### src/rtl/cdt_pkg.sv
`timescale 1ns/1ps
package cdt_pkg;

    typedef enum logic [1:0] {
        S_IDLE = 2'd0,
        S_RUN  = 2'd1,
        S_HOLD = 2'd2
    } cdt_state_e;

    typedef struct packed {
        logic unmask;
        logic user_mode;
        logic enable;
    } cdt_ctl_t;

    localparam int CTL_W = 3;

    localparam logic [7:0] OFF_LOAD_LO = 8'h00;
    localparam logic [7:0] OFF_CNT_LO  = 8'h08;
    localparam logic [7:0] OFF_CTL     = 8'h10;
    localparam logic [7:0] OFF_STAT    = 8'h18;
    localparam int         WORD_STEP   = 4;

endpackage

### src/rtl/cdt_core.sv
`timescale 1ns/1ps
module cdt_core
    import cdt_pkg::*;
#(
    parameter int CNT_W = 64
) (
    input  logic             clk,
    input  logic             rst_n,
    input  logic [CNT_W-1:0] load_val,
    input  logic             en_nxt,
    input  logic             start,
    input  logic             mode_user,
    output logic [CNT_W-1:0] cnt,
    output logic             expire
);

    cdt_state_e       state_q, state_d;
    logic [CNT_W-1:0] cnt_q, cnt_d;
    logic             at_zero;

    assign at_zero = (cnt_q == '0);

    // state register
    always_ff @(posedge clk or negedge rst_n) begin
        if (!rst_n) begin
            state_q <= S_IDLE;
            cnt_q   <= '0;
        end else begin
            state_q <= state_d;
            cnt_q   <= cnt_d;
        end
    end

    // next state
    always_comb begin
        state_d = state_q;
        cnt_d   = cnt_q;
        expire  = 1'b0;
        if (start) begin
            state_d = S_RUN;
            cnt_d   = load_val;
        end else if (!en_nxt) begin
            state_d = S_IDLE;
        end else begin
            unique case (state_q)
                S_IDLE: state_d = S_IDLE;
                S_RUN: begin
                    if (at_zero) begin
                        expire = 1'b1;
                        if (mode_user) begin
                            state_d = S_HOLD;
                        end else begin
                            cnt_d = load_val;
                        end
                    end else begin
                        cnt_d = cnt_q - 1'b1;
                    end
                end
                S_HOLD: state_d = S_HOLD;
                default: state_d = S_IDLE;
            endcase
        end
    end

    // outputs
    assign cnt = cnt_q;


    dec_step_chk: assert property (@(posedge clk) disable iff (!rst_n)
        (state_q == S_RUN && en_nxt && !start && !at_zero) |=> (cnt_q == $past(cnt_q) - 1'b1));


    freeze_chk: assert property (@(posedge clk) disable iff (!rst_n)
        (!en_nxt) |=> $stable(cnt_q));


    reload_chk: assert property (@(posedge clk) disable iff (!rst_n)
        (state_q == S_RUN && en_nxt && !mode_user && at_zero) |=> (cnt_q == $past(load_val)));


    hold_zero_chk: assert property (@(posedge clk) disable iff (!rst_n)
        (state_q == S_HOLD && en_nxt && !start) |=> (cnt_q == '0 && !expire));

endmodule

### src/rtl/cdt_regs.sv
`timescale 1ns/1ps
module cdt_regs
    import cdt_pkg::*;
#(
    parameter int DATA_W = 32,
    parameter int ADDR_W = 5,
    parameter int CNT_W  = 64
) (
    input  logic              clk,
    input  logic              rst_n,
    input  logic              bus_sel,
    input  logic              bus_we,
    input  logic [ADDR_W-1:0] bus_addr,
    input  logic [DATA_W-1:0] bus_wdata,
    output logic [DATA_W-1:0] bus_rdata,
    input  logic [CNT_W-1:0]  cnt,
    input  logic              expire,
    output logic [CNT_W-1:0]  load_val,
    output logic              en_nxt,
    output logic              mode_nxt,
    output logic              start,
    output logic              irq
);

    localparam int WORDS = CNT_W / DATA_W;
    localparam logic [ADDR_W-1:0] A_CTL  = ADDR_W'(OFF_CTL);
    localparam logic [ADDR_W-1:0] A_STAT = ADDR_W'(OFF_STAT);

    logic [CNT_W-1:0] load_q;
    cdt_ctl_t         ctl_q, ctl_d;
    logic             stat_q;
    logic             wr, ctl_wr, stat_clr;

    assign wr       = bus_sel & bus_we;
    assign ctl_wr   = wr && (bus_addr == A_CTL);
    assign stat_clr = wr && (bus_addr == A_STAT) && bus_wdata[0];

    always_comb begin
        ctl_d = ctl_q;
        if (ctl_wr) ctl_d = cdt_ctl_t'(bus_wdata[CTL_W-1:0]);
    end

    assign en_nxt   = ctl_d.enable;
    assign mode_nxt = ctl_d.user_mode;
    assign start    = ctl_d.enable & ~ctl_q.enable;

    always_ff @(posedge clk or negedge rst_n) begin
        if (!rst_n) begin
            load_q <= '0;
            ctl_q  <= '0;
            stat_q <= 1'b0;
        end else begin
            for (int w = 0; w < WORDS; w++) begin
                if (wr && bus_addr == ADDR_W'(OFF_LOAD_LO) + ADDR_W'(WORD_STEP * w))
                    load_q[w*DATA_W +: DATA_W] <= bus_wdata;
            end
            ctl_q <= ctl_d;
            if (expire)        stat_q <= 1'b1;
            else if (stat_clr) stat_q <= 1'b0;
        end
    end

    always_comb begin
        bus_rdata = '0;
        for (int w = 0; w < WORDS; w++) begin
            if (bus_addr == ADDR_W'(OFF_LOAD_LO) + ADDR_W'(WORD_STEP * w))
                bus_rdata = load_q[w*DATA_W +: DATA_W];
            if (bus_addr == ADDR_W'(OFF_CNT_LO) + ADDR_W'(WORD_STEP * w))
                bus_rdata = cnt[w*DATA_W +: DATA_W];
        end
        if (bus_addr == A_CTL)  bus_rdata = {{(DATA_W-CTL_W){1'b0}}, ctl_q};
        if (bus_addr == A_STAT) bus_rdata = {{(DATA_W-1){1'b0}}, stat_q};
    end

    assign load_val = load_q;
    assign irq      = stat_q & ctl_q.unmask;


    set_wins_chk: assert property (@(posedge clk) disable iff (!rst_n)
        expire |=> stat_q);


    w1c_chk: assert property (@(posedge clk) disable iff (!rst_n)
        (stat_clr && !expire) |=> !stat_q);


    masked_quiet_chk: assert property (@(posedge clk) disable iff (!rst_n)
        (!ctl_d.unmask) |=> !irq);

endmodule

### src/rtl/cdtimer64.sv
`timescale 1ns/1ps
module cdtimer64
    import cdt_pkg::*;
#(
    parameter int DATA_W = 32,
    parameter int ADDR_W = 5
) (
    input  logic              clk,
    input  logic              rst_n,
    input  logic              bus_sel,
    input  logic              bus_we,
    input  logic [ADDR_W-1:0] bus_addr,
    input  logic [DATA_W-1:0] bus_wdata,
    output logic [DATA_W-1:0] bus_rdata,
    output logic              irq
);

    localparam int CNT_W = 2 * DATA_W;

    logic [CNT_W-1:0] load_val, cnt;
    logic             en_nxt, mode_nxt, start, expire;

    cdt_regs #(.DATA_W(DATA_W), .ADDR_W(ADDR_W), .CNT_W(CNT_W)) u_regs (
        .clk       (clk),
        .rst_n     (rst_n),
        .bus_sel   (bus_sel),
        .bus_we    (bus_we),
        .bus_addr  (bus_addr),
        .bus_wdata (bus_wdata),
        .bus_rdata (bus_rdata),
        .cnt       (cnt),
        .expire    (expire),
        .load_val  (load_val),
        .en_nxt    (en_nxt),
        .mode_nxt  (mode_nxt),
        .start     (start),
        .irq       (irq)
    );

    cdt_core #(.CNT_W(CNT_W)) u_core (
        .clk       (clk),
        .rst_n     (rst_n),
        .load_val  (load_val),
        .en_nxt    (en_nxt),
        .start     (start),
        .mode_user (mode_nxt),
        .cnt       (cnt),
        .expire    (expire)
    );

endmodule

### config.mk
export PLATFORM = sky130hd
export DESIGN_NAME = cdtimer64
export DESIGN_NICKNAME = d
export VERILOG_FILES = /design/src/rtl/cdt_pkg.sv /design/src/rtl/cdt_core.sv /design/src/rtl/cdt_regs.sv /design/src/rtl/cdtimer64.sv
export SDC_FILE = /design/constraint.sdc
export NUM_CORES = 1
export LEC_CHECK = 0
export ABC_AREA = 1
export BUFFER_PORTS_ARGS = -buffer_cell sky130_fd_sc_hd__buf_2
export CAP_MARGIN = 40
export CORE_ASPECT_RATIO = 0.8
export CORE_MARGIN = 2
export CORE_UTILIZATION = 40
export DETAILED_ROUTE_END_ITERATION = 10
export GPL_TIMING_DRIVEN = 0
export PLACE_DENSITY = 0.59
export SYNTH_ARGS = -nofsm -noshare
export SYNTH_HDL_FRONTEND = slang
export SYNTH_SLANG_ARGS = --single-unit
### constraint.sdc
create_clock -name clk -period 2.4 [get_ports clk]
set_input_delay 0.24 -clock clk [delete_from_list [all_inputs] [get_ports clk]]
set_output_delay 0.24 -clock clk [all_outputs]
set_load 0.01 [all_outputs]
# After elaboration in Yosys (flattened, before gate mapping)
# Cells that the tools add are included.
# Widths: inputs -> output; s select.
dict set report op_classes {
  add_sub_neg 1
  mux 23
  bitwise 4
  n_reduce_logical 12
  n_eq_ne 10
}
# cell count
set op_table {}
lappend op_table {{$mux 64} 5}
lappend op_table {{$mux 32} 6}
lappend op_table {{$logic_not 64->1} 1}
lappend op_table {{$sub 64x1->64 const B} 1}
lappend op_table {{$eq 5x4->1 const B} 2}
lappend op_table {{$eq 5x5->1 const B} 2}
lappend op_table {{$mux 2} 5}
lappend op_table {{$mux 1} 6}
lappend op_table {{$reduce_bool 2->1} 3}
lappend op_table {{$eq 5x3->1 const B} 1}
lappend op_table {{$logic_and 1x1->1} 5}
lappend op_table {{$logic_not 5->1} 1}
lappend op_table {{$ne 4x3->1 const B} 1}
lappend op_table {{$ne 4x4->1 const B} 1}
lappend op_table {{$pmux 2 s2} 1}
lappend op_table {{$and 1x1->1} 3}
lappend op_table {{$ne 3x3->1 const B} 1}
lappend op_table {{$reduce_and 3->1} 1}
lappend op_table {{$eq 2x1->1 const B} 1}
lappend op_table {{$eq 2x2->1 const B} 1}
lappend op_table {{$reduce_and 2->1} 1}
lappend op_table {{$not 1->1} 1}
dict set report word_totals {
  in_bits 41
  wordCells 58
  output_inout_bits 33
  register_bits 134
}

# Depth between registers and ports, before layout
dict set report depth {
  depth_word 8
  depth_mapped 14
}

# By module
# Synthesis repeated with hierarchy kept, for this count alone.
dict set report unflattened {
  cells_unflattened 1499
  hier_area_um2 9292.7
}
# mod instances seq_area_each_um2 cells_per_inst area_each_um2
set modules_own_cells {}
lappend modules_own_cells {cdt_core 1 1651.6 999 5550.3}
lappend modules_own_cells {cdt_regs 1 1701.6 500 3742.3}

# Worst setup path before layout
# No wires, ideal clock.
dict set report synth_timing {
  path_kind {flip-flop to flip-flop}
  startpoint {reg u_core.cnt_q[0], in the netlist u_core.cnt[0]}
  endpoint {reg u_core.cnt_q[48], in the netlist u_core.cnt[48]}
  arrival_time_ns 1.688
  required_ns 2.283
  path_slack_ns 0.595
  path_stages_with_launch 12
  period_less_slack_ns 1.805
  setup_time_ns 0.117
  path_buffers 0
  path_cell_list {dfrtp_1 > inv_1 > ha_1 > nand2_1 > nor2_1 > nand2_1 > nor2_1 > nand3_1 > nand2_1 > nand3_1 > nand3_1 > nand2_1}
}
dict set report synth_via {
  elab_chain_len 5
}
# element line
set synth_rtl {}
lappend synth_rtl {{start: declaration} cdt_core.sv:18} ;# logic [CNT_W-1:0] cnt_q, cnt_d;
lappend synth_rtl {{start signal: assignment} cdt_core.sv:30} ;# cnt_q <= cnt_d;
lappend synth_rtl {{$sub 64x1->64 / $logic_not 64->1 (equally long branches)} {cdt_core.sv:56, cdt_core.sv:21}}
lappend synth_rtl {{$mux 64} cdt_core.sv:48} ;# if (at_zero) begin
lappend synth_rtl {{$mux 64} cdt_core.sv:45} ;# unique case (state_q)
lappend synth_rtl {{$mux 64} cdt_core.sv:42} ;# end else if (!en_nxt) begin
lappend synth_rtl {{$mux 64} cdt_core.sv:39} ;# if (start) begin
# Several ways; a longest one is shown, not always the timed one. The select of a mux whose other input is x is not followed.
# A chain may end at the register's enable or synchronous reset.

# Worst setup path in the final report
dict set report layout_timing {
  startpoint {reg u_core.cnt_q[7], in the netlist u_core.cnt[7]}
  endpoint {reg u_core.cnt_q[62], in the netlist u_core.cnt[62]}
}
# The elaborated chain is that of the path after synthesis.

==> results_dict.tcl <==
set metrics [dict create \
    cap_violations 0 \
    synth_nets 1473 \
    synth_edf_count 0 \
    period_minus_slack_ps 2390 \
    critPathMaxFanout 10 \
    hp-class "input port to register" \
    async_flop_share_pct 100 \
    yosysTopAreaCell "dfrtp_1" \
    power_density_mw_per_mm2 566 \
    stdcell_count 1845 \
    clk_latency_ps 440 \
    p_leak_uw 0.00578 \
    fin_util_pct 47.8 \
    ff2ff_path_depth 11 \
    cts_buffers 17 \
    cp_common_cell "nand2_1" \
    synth_seq_cells 134 \
    synth.area.top_cells "dfrtp_1 36%, nand2_1 19%, nor2_1 7.8%" \
    htreeDepth 4 \
    setup_violations 0 \
    final_hold_viol_count 0 \
    yosysUniqueCellTypes 32 \
    dieWidth_um 174 \
    max_freq_mhz 418 \
    worst_setup_path_end_kind "register" \
    dieArea_mm2 0.0244 \
    place.detailed.hpwl_mm 31.7 \
    die_y_um 140 \
    cts_tree "built" \
    whs_ps 67.1 \
    area_delta_synth_final_pct 16.6 \
    synth.top_cell.area_share_pct 36.1 \
    period_share_pct 99.7 \
    fin_tns_setup_ps 0 \
    drt-initial-drc-count 1404 \
    design.portCount 74 \
    grt_pass1_wl_mm 60.6 \
    hold_depth 3 \
    final-seq-area_mm2 0.00336 \
    cp.arrival_ps 2720 \
    n_fill_cell 2401 \
    n_antenna_cell 0 \
    status "complete, no violations" \
    grt.total_usage_pct 34.0 \
    irDropWorstVdd_mv 0.456 \
    ys_warn_count 0 \
    core_area_mm2 0.0226 \
    crit_type "register to register" \
    grt_max_degree 77 \
    rows 49 \
    dpl.cell_count 1809 \
    ys_seq_area_share_pct 36.1 \
    ant_nets 0 \
    initial_core_util_pct 41.0 \
    fin_skew_ps 17.9 \
    r2r-end "u_core.cnt[62]" \
    regToRegSetupSlack_ps 7 \
    relSlewSlack_pct 43.9 \
    synth_cells 1429 \
    ys.flop_type "dfrtp_1" \
    place.gp.congestion 1.05 \
    antenna_found_initial 0 \
    path_clk_slew_ps 70 \
    pre_cts_ws_ps -246 \
    worstHoldStart "bus_wdata[20]" \
    synth_area_mm2 0.00928 \
    drt_first_pass_iters 7 \
    clockRootBuffer "clkbuf_16" \
    fin_nets 1570 \
    rr_startpoint "u_core.cnt[7]" \
    timing.final.ws_setup_ps 6.95 \
    worstMarginPinSlew_ps 842 \
    portBuffers 73 \
    path_cells "nor2_1 -> nand2_1 -> nor2_1 -> nand2_2 -> nor2_4 -> nand2_4 -> nand2_4 -> buf_2 -> nand2_1 -> nand3_1 -> nand2_1" \
    max_stage_delay_ps 460 \
    grt_pass1_vias 9604 \
    worstPathRequired_ps 2730 \
    avgSynthCellArea_um2 6.49 \
    cp_slowest_cell "dfrtp_1" \
    drc 0 \
    wl_mm 40.8 \
    drv_slew 0 \
    cp-start-kind "register" \
    clockBufferDepth 2 \
    hold_end "u_regs.load_val[20]" \
    grt_overflow_total 0 \
    vias 10300 \
    cts.sinks 134 \
    routed_via_density 5.56 \
    multi_input_area_mm2 0.00501 \
    drive_gt1_share_pct 13.5 \
    detail_route.wl_per_cell_um 22.1 \
]
report_power, final:
part           total [uW]  switching, uW  internal (uW)
Sequential           2620            176           2440
Clock                2750           1090           1660
Combinational         764            531            233
Total                6130           1790           4340
layer usage:
layer | GRT usage [%] | wire, um
met5 | 0 | 0
met4 | 10.0 | 1060
met3 | 12.2 | 5090
met2 | 46.7 | 16200
met1 | 49.6 | 18400
state kept, by name, indices dropped and copies added (netlist names):
signal           count
u_core.cnt          64
u_regs.load_val     64
u_regs.ctl_q         3
u_core.state_q       2
u_regs.stat_q        1
per-stage QoR:
step           cell area (um^2)  power, uW
2_1_floorplan              9280       3020
3_3_place_gp              10000       3360
3_5_place_dp              10100       3380
4_1_cts                   10700       6120
5_1_grt                   10800       6360
6_report                  10800       6130
critical path: cells and delay by family, from the launching register on:
kind                   cells  cell delay (ps)
flip-flops                 1              460
AND/OR/NAND/NOR           10             1470
buffers and inverters      1              340
cells in the mapped netlist, drive strengths merged, types with 3 or more instances:
cell type / instances
a21oi: 25
dfrtp: 134
nand3: 96
a22oi: 18
nor2: 208
o21ai: 112
o211ai: 17
nand4: 58
nand2: 462
clkbuf: 33
buf: 33
ha: 3
nand3b: 24
xor2: 13
o221ai: 12
inv: 175
cell families (layout without fill, tap and decap cells):
kind of cell               Yosys count  in the layout  synth area share [%]
DFF                                134            134                  36.1
AOI/OAI and AO/OA                  187            187                  11.8
and+or+nand+nor                    850            850                  39.4
xor gates and xnor gates            14             14                  1.32
adders and majority gates            3              3                 0.405
buffers and inverters              241            351                  11.0
worst max-delay path by stage:
stage,from,endpoint,slack [ps]
after floorplan,u_core.cnt[0],u_core.cnt[48],590
after global placement,rst_n,u_regs.load_val[51],-970
after detailed placement,u_core.cnt[0],u_core.cnt[42],-250
after CTS,u_core.cnt[27],u_core.cnt[47],30
after global routing,u_core.cnt[19],u_core.cnt[45],-10
final,u_core.cnt[7],u_core.cnt[62],7
layout make-up:
cell class | instances | share of cell area, %
clock inverters | 11 | 1.38
well taps | 306 | 3.54
plain buffers | 66 | 3.52
multi-input cells | 1054 | 46.3
repair buffers | 78 | 3.99
flip-flops and latches | 134 | 31.1
clock buffers | 21 | 4.16
inverters | 175 | 6.07
what timing repair did:
item | 4_1_cts | 5_1_grt
hold buffers | 1 | 0
gates resized for setup | 11 | 48
setup endpoints to repair | 22 | 77
pin swaps | 0 | 4
hold endpoints to repair | 75 | 0
setup buffers | 0 | 3
cell usage in the layout, fill, tap and decap left out, types with 3 or more instances in the layout:
cell	count
nand2_1	454
buf_6	9
xor2_1	13
buf_2	91
nor2_4	11
nand3_1	91
dfrtp_2	7
o21ai_0	105
inv_2	3
dfrtp_1	127
o221ai_1	11
nor2_2	19
nand3_2	4
nor2_1	178
a21oi_1	25
inv_1	172
clkinvlp_4	3
nand3b_1	24
clkbuf_2	6
a22oi_1	18
clkbuf_16	17
nand4_1	58
nand2_2	6
buf_4	9
clkbuf_1	27
o211ai_1	17
bufinv_16	3
o21ai_2	5
(Power assumes the default switching activity.)
